File: config.mk
export PLATFORM = sky130hd
export DESIGN_NAME = permit_combiner
export DESIGN_NICKNAME = d
export VERILOG_FILES = /design/src/rtl/pc_pkg.sv /design/src/rtl/pc_ctrl.sv /design/src/rtl/pc_path.sv /design/src/rtl/permit_combiner.sv
export SDC_FILE = /design/constraint.sdc
export NUM_CORES = 1
export LEC_CHECK = 0
export CAP_MARGIN = 10
export CORE_MARGIN = 4
export CORE_UTILIZATION = 37
export CTS_CLUSTER_SIZE = 24
export DETAILED_ROUTE_END_ITERATION = 8
export HOLD_SLACK_MARGIN = 0.05
export PLACE_DENSITY_LB_ADDON = 0.2
export RECOVER_POWER = 50
export SYNTH_ARGS = -nofsm -noshare
export SYNTH_HDL_FRONTEND = slang
export SYNTH_SLANG_ARGS = --single-unit
File: constraint.sdc
create_clock -name clk -period 3.4 [get_ports clk]
set_input_delay 0.34 -clock clk [delete_from_list [all_inputs] [get_ports clk]]
set_output_delay 0.34 -clock clk [all_outputs]
set_load 0.1 [all_outputs]
File: src/rtl/pc_pkg.sv
package pc_pkg;
  typedef struct packed {
    logic maskOn;        // masks may be honoured
    logic flagMismatch;  // the two flag copies disagree
  } ctlStrobe_t;
endpackage

File: src/rtl/pc_ctrl.sv
module pc_ctrl
  import pc_pkg::*;
(
  input  logic       safeFlagA,
  input  logic       safeFlagB,
  output ctlStrobe_t strobe
);
  // Fail-safe: masking only when both copies positively read safe
  always_comb begin
    strobe.maskOn       = safeFlagA & safeFlagB;
    strobe.flagMismatch = safeFlagA ^ safeFlagB;
  end
endmodule

File: src/rtl/pc_path.sv
module pc_path
  import pc_pkg::*;
#(
  parameter int NUM_B1   = 6,
  parameter int NUM_BOTH = 8,
  parameter int NUM_B2   = 6,
  localparam int NUM_IN  = NUM_B1 + NUM_BOTH + NUM_B2,
  localparam int W1      = NUM_B1 + NUM_BOTH,
  localparam int W2      = NUM_BOTH + NUM_B2
) (
  input  logic              clk,
  input  logic              rstN,
  input  logic [NUM_IN-1:0] perm,
  input  logic [NUM_IN-1:0] maskCfg,
  input  ctlStrobe_t        strobe,
  output logic              okBeam1,
  output logic              okBeam2,
  output logic [W1-1:0]     state1,
  output logic [W2-1:0]     state2
);
  logic [NUM_IN-1:0] inBeam1, inBeam2, passVec;
  logic ok1Next, ok2Next;

  // Fixed assignment of inputs to beams by position
  for (genvar i = 0; i < NUM_IN; i++) begin : g_map
    assign inBeam1[i] = (i < W1);
    assign inBeam2[i] = (i >= NUM_B1);
  end

  assign passVec = perm | (maskCfg & {NUM_IN{strobe.maskOn}});
  assign ok1Next = &(passVec | ~inBeam1);
  assign ok2Next = &(passVec | ~inBeam2);

  always_ff @(posedge clk) begin
    if (!rstN) begin
      okBeam1 <= 1'b0;
      okBeam2 <= 1'b0;
      state1  <= '0;
      state2  <= '0;
    end else begin
      okBeam1 <= ok1Next;
      okBeam2 <= ok2Next;
      state1  <= perm[W1-1:0];
      state2  <= perm[NUM_IN-1:NUM_B1];
    end
  end

  // an unmasked low both-beam input clears both beams
  a_r4_both_withdraw: assert property (@(posedge clk) disable iff (!rstN)
    ($past(!strobe.maskOn) && $past(!perm[NUM_B1])) |-> (!okBeam1 && !okBeam2));

  // a disagreeing flag never lets a low beam-1 input through
  a_r7_mismatch_no_mask: assert property (@(posedge clk) disable iff (!rstN)
    ($past(strobe.flagMismatch) && $past(!perm[0])) |-> !okBeam1);
endmodule

File: src/rtl/permit_combiner.sv
module permit_combiner
  import pc_pkg::*;
#(
  parameter int NUM_B1   = 6,
  parameter int NUM_BOTH = 8,
  parameter int NUM_B2   = 6,
  localparam int NUM_IN  = NUM_B1 + NUM_BOTH + NUM_B2,
  localparam int W1      = NUM_B1 + NUM_BOTH,
  localparam int W2      = NUM_BOTH + NUM_B2
) (
  input  logic              clk,
  input  logic              rstN,
  input  logic [NUM_IN-1:0] permitA,
  input  logic [NUM_IN-1:0] permitB,
  input  logic [NUM_IN-1:0] maskCfg,
  input  logic              safeFlagA,
  input  logic              safeFlagB,
  output logic              beam1Permit,
  output logic              beam2Permit,
  output logic [W1-1:0]     stateA1,
  output logic [W1-1:0]     stateB1,
  output logic [W2-1:0]     stateA2,
  output logic [W2-1:0]     stateB2
);
  ctlStrobe_t ctl;
  logic [1:0] ok1, ok2;
  logic [1:0][NUM_IN-1:0] pathIn;
  logic [1:0][W1-1:0] st1;
  logic [1:0][W2-1:0] st2;

  pc_ctrl u_ctrl (.safeFlagA(safeFlagA), .safeFlagB(safeFlagB), .strobe(ctl));

  assign pathIn[0] = permitA;
  assign pathIn[1] = permitB;

  // Two identical, separate paths: index 0 = A, index 1 = B
  for (genvar p = 0; p < 2; p++) begin : g_path
    pc_path #(.NUM_B1(NUM_B1), .NUM_BOTH(NUM_BOTH), .NUM_B2(NUM_B2)) u_path (
      .clk(clk), .rstN(rstN), .perm(pathIn[p]), .maskCfg(maskCfg),
      .strobe(ctl), .okBeam1(ok1[p]), .okBeam2(ok2[p]),
      .state1(st1[p]), .state2(st2[p]));
  end

  assign beam1Permit = ok1[0] & ok1[1];
  assign beam2Permit = ok2[0] & ok2[1];
  assign stateA1 = st1[0];
  assign stateB1 = st1[1];
  assign stateA2 = st2[0];
  assign stateB2 = st2[1];

  // a granted beam with masking off shows all its users permitting
  a_r2_full_permit: assert property (@(posedge clk) disable iff (!rstN)
    (beam1Permit && $past(!ctl.maskOn)) |-> (&stateA1 && &stateB1));

  // beam 2 is granted whenever its own users all permit
  a_r5_beam2_isolated: assert property (@(posedge clk) disable iff (!rstN)
    ($past(rstN) && $past(&permitA[NUM_IN-1:NUM_B1]) && $past(&permitB[NUM_IN-1:NUM_B1]))
      |-> beam2Permit);
endmodule

# After elaboration in Yosys (flattened, before gate mapping)
# Index checks and enable logic that the tools add are counted.
# op_classes
add_sub_neg	0
mul	0
n_div	0
magnitude_cmp	0
n_eq_ne	0
shifts	0
muxes	0
bitwise	6
reduce_logical	4
# ops
op	count
14-bit AND reduction	4
20-bit OR	2
20-bit AND	1
1-bit AND	3
# totals
reg_bits	60
latch_bits	0
ram_bits	0
romBits	0
in_bits	64
output_inout_bits	58
wordCells	18
n_memories	0

# Logic depth before layout (Yosys ltp)
# logic_depth
depth_word	4
mapped_depth	5
ltp_nobuf	3

# Modules after synthesis
# Synthesis repeated with hierarchy kept, for this count alone.
# unflattened
hier_cells	169
area_unflattened_um2	1609.0
# by_module_without_submodules
mod	n_inst	cells_per_inst	area_each_um2	seq_area_each_um2
pc_path	2	83	792.0	440.4
pc_ctrl	1	1	12.5	0.0
permit_combiner	1	2	12.5	0.0

# Least setup slack after synthesis
# OpenSTA, ideal clock, no wires.
# synth_timing
path_kind	register -> output
start	register g_path[0].u_path.state1[6] (netlist name)
end	output port stateA2[0]
t_arrival_ps	1356
t_required_ps	3060
path_slack_ps	1704
path_stages_with_launch	2
n_path_buf	1
path_cell_list	dfxtp_1 buf_4
# synth_rtl
item	line	text
end: declaration	permit_combiner.sv:22	output logic [W2-1:0] stateA2,

==> metrics.log <==
INFO  metric synth_sequential_area_ratio = 51.1%
INFO  metric detail_route.vias_per_cell = 4.99
INFO  metric result_of_the_run = completed
INFO  metric routabilityCongestion = 0.768
INFO  metric worstMarginPinSlew = 1430 ps
INFO  metric dp_slack = 879 ps
INFO  metric pwr_density_cell = 467 nW/um^2
INFO  metric grt_start_max_net_pins = 45
INFO  metric critPathBufInv = 2
INFO  metric route.vias.total = 1616
INFO  metric placeableCoreArea = 4440 sq um
INFO  metric sequential_cell_area = 881 sq um
INFO  metric setup-violations-final = 0
INFO  metric detail_route.drc_violations = 0
INFO  metric starting_density_of_the_core = 38.8%
INFO  metric clkSinkCount = 44
INFO  metric num_rows = 24
INFO  metric post_synth_inst_count = 169
INFO  metric cts_made_buffers = 5
INFO  metric clkSlewWorstSetupHoldPaths = 80 ps
INFO  metric crit_type = primary input to register
INFO  metric place_hpwl = 3990 microns
INFO  metric tritoncts = built
INFO  metric final-hold-violation-count = 0
INFO  metric tns = 0 ps
INFO  metric die_area = 5810 sq um
INFO  metric synth-seq-cells = 44
INFO  metric cp_top_family = buffers and inverters
INFO  metric synth.distinct_cells = 14
INFO  metric detail_route.wl_per_cell = 15.7 microns
INFO  metric worstSetupEndpointType = register
INFO  metric grt_first_pass_wirelength = 7930 microns
INFO  metric crit_fanout = 44
INFO  metric synthesized_net_count = 233
INFO  metric drt_iter0_markers = 70
INFO  metric mostFrequentLayoutCells = clkdlybuf4s50_1 (109), dfxtp_1 (44), a31oi_1 (30)
INFO  metric data_required_time_at_the_worst_endpoint = 3600 ps
INFO  metric pwr-share-clk = 24.8%
INFO  metric cp_data_arrival_time = 2490 ps
INFO  metric p_seq_share = 40.4%
INFO  metric buffer_ports.inserted = 121
INFO  metric antenna_found_initial = 0
INFO  metric max-slew-margin-rel = 4.45%
INFO  metric comb_power_share = 34.7%
INFO  metric number_of_antenna_cells_inserted = 0
INFO  metric multi_input_area = 633 sq um
INFO  metric route.antenna.remaining_nets = 0
INFO  metric number_of_gates_on_the_worst_path_with_buffers_counted = 4
INFO  metric switchingPower = 0.000507 W
INFO  metric track_usage = 17.2%
INFO  metric intPower = 0.000847 W
INFO  metric hold-path-cell-count = 2
INFO  metric timing.critical_path.slowest_cell_delay = 1040 ps
INFO  metric routed_wirelength = 5080 microns
INFO  metric postCtsResizedCells = 0
INFO  metric ir_drop = 0.000240 V
INFO  metric cts_htree_levels = 2
INFO  metric detail_route.first_pass.iterations = 6
INFO  metric layout_overhead_on_the_synthesized_area = 68.4%
INFO  metric dieHeight = 76.2 microns
INFO  metric max_freq = 0.437 GHz
INFO  metric slew_violations = 0
INFO  metric layout.filler_cells = 382
INFO  metric postLayoutSetupSlackWorst = 1110 ps
INFO  metric cp_slowest_cell = clkbuf_1
INFO  metric hold_class = primary input to register
INFO  metric commonest_non_fill_non_tap_cell_in_the_layout = clkdlybuf4s50_1
INFO  metric period_share = 67.3%
INFO  metric switching_share = 37.4%
INFO  metric period_minus_slack = 2290 ps
INFO  metric cts_post_setup_buffers_inserted = 0
INFO  metric power.static_leakage = 1.09 nW
INFO  metric number_of_global_route_vias_before_repair = 1553
INFO  metric grt_setup_unrepaired = false
INFO  metric nNetsFinal = 335
INFO  metric ios = 122
INFO  metric clock-root-buffer = clkbuf_8
INFO  metric post_route_cells_drive_above_1_share = 5.88%
INFO  metric cts_hold_buf = 0
INFO  metric syn-cell-area = 1720 sq um
INFO  metric crit_path_start_kind = primary input
INFO  metric fp.dieW = 76.2 microns
INFO  metric cp_cell_sequence = dlygate4sd3_1 > clkbuf_1 > o2111ai_1 > nor4_1
INFO  metric avgSynthCellArea = 10.2 sq um
INFO  metric drv.max_cap_violation_count = 0
INFO  metric gr-total-overflow = 0
INFO  metric warning_count_from_the_yosys_run = 0
INFO  metric cts_buffer_depth = 2
==> sequential cells by signal (all words and copies together), names as in the netlist <==
name and count:
g_path.u_path.okBeam2 2, g_path.u_path.state1 26, g_path.u_path.okBeam1 2, g_path.u_path.state2 14
==> stage by stage <==
step           cell area, sq um  cells  utilization (%)  hold slack, ps  total power [W]
2_1_floorplan              1720    169                -             462         0.000892
3_3_place_gp               2810    316             63.3             944          0.00103
3_5_place_dp               2810    316             63.3             945          0.00103
4_1_cts                    2910    324             65.4             624          0.00137
5_1_grt                    2900    324             65.3             638          0.00140
6_report                   2900    324             65.3             630          0.00135
==> path summary, 6_finish.rpt <==
check	startpoint	end
max	rstN	g_path[1].u_path.okBeam2
min	permitB[19]	g_path[1].u_path.state2[13]
==> power groups by stage <==
| stage | sequential (W) | combinational, W | clock [W] |
|---|---|---|---|
| 2_1_floorplan | 0.000745 | 0.000147 | 0 |
| 3_3_place_gp | 0.000560 | 0.000473 | 0 |
| 3_5_place_dp | 0.000561 | 0.000474 | 0 |
| 4_1_cts | 0.000548 | 0.000475 | 0.000346 |
| 5_1_grt | 0.000551 | 0.000487 | 0.000362 |
| 6_report | 0.000548 | 0.000470 | 0.000336 |
==> layout make-up <==
| type | count | share of cell area (%) |
|---|---|---|
| Clock buffer | 6 | 2.85 |
| Sequential cell | 44 | 30.4 |
| Timing Repair Buffer | 124 | 42.4 |
| Multi-Input combinational cell | 96 | 21.8 |
| Tap cell | 52 | 2.24 |
| Clock inverter | 2 | 0.345 |
==> layer usage <==
layer,track usage [%],vias to the layer above,wire [microns]
met5,0,-,0
met1,20.5,716,2180
met2,27.9,92,2330
met4,6.70,0,95
met3,6.26,11,474
li1,-,797,-
==> cells by family (layout without fill, tap and decap cells) <==
group / count (synthesis) / in the layout / share of synthesized area [%]
AOI/OAI and AO/OA: 40 / 40 / 16.0
buffers and inverters: 29 / 132 / 12.1
DFF: 44 / 44 / 51.1
and+or+nand+nor: 56 / 56 / 20.8
==> Yosys cell counts, drive strengths merged <==
library cell / n / area, sq um
and2: 42 / 263
a31o: 6 / 52.6
and3: 2 / 12.5
nor4: 4 / 25.0
o2111ai: 4 / 35.0
a31oi: 30 / 188
buf: 22 / 175
dfxtp: 44 / 881
or4: 6 / 45.0
clkbuf: 7 / 33.8
or3: 2 / 12.5
Note: power is estimated with default switching activity, not from simulation.
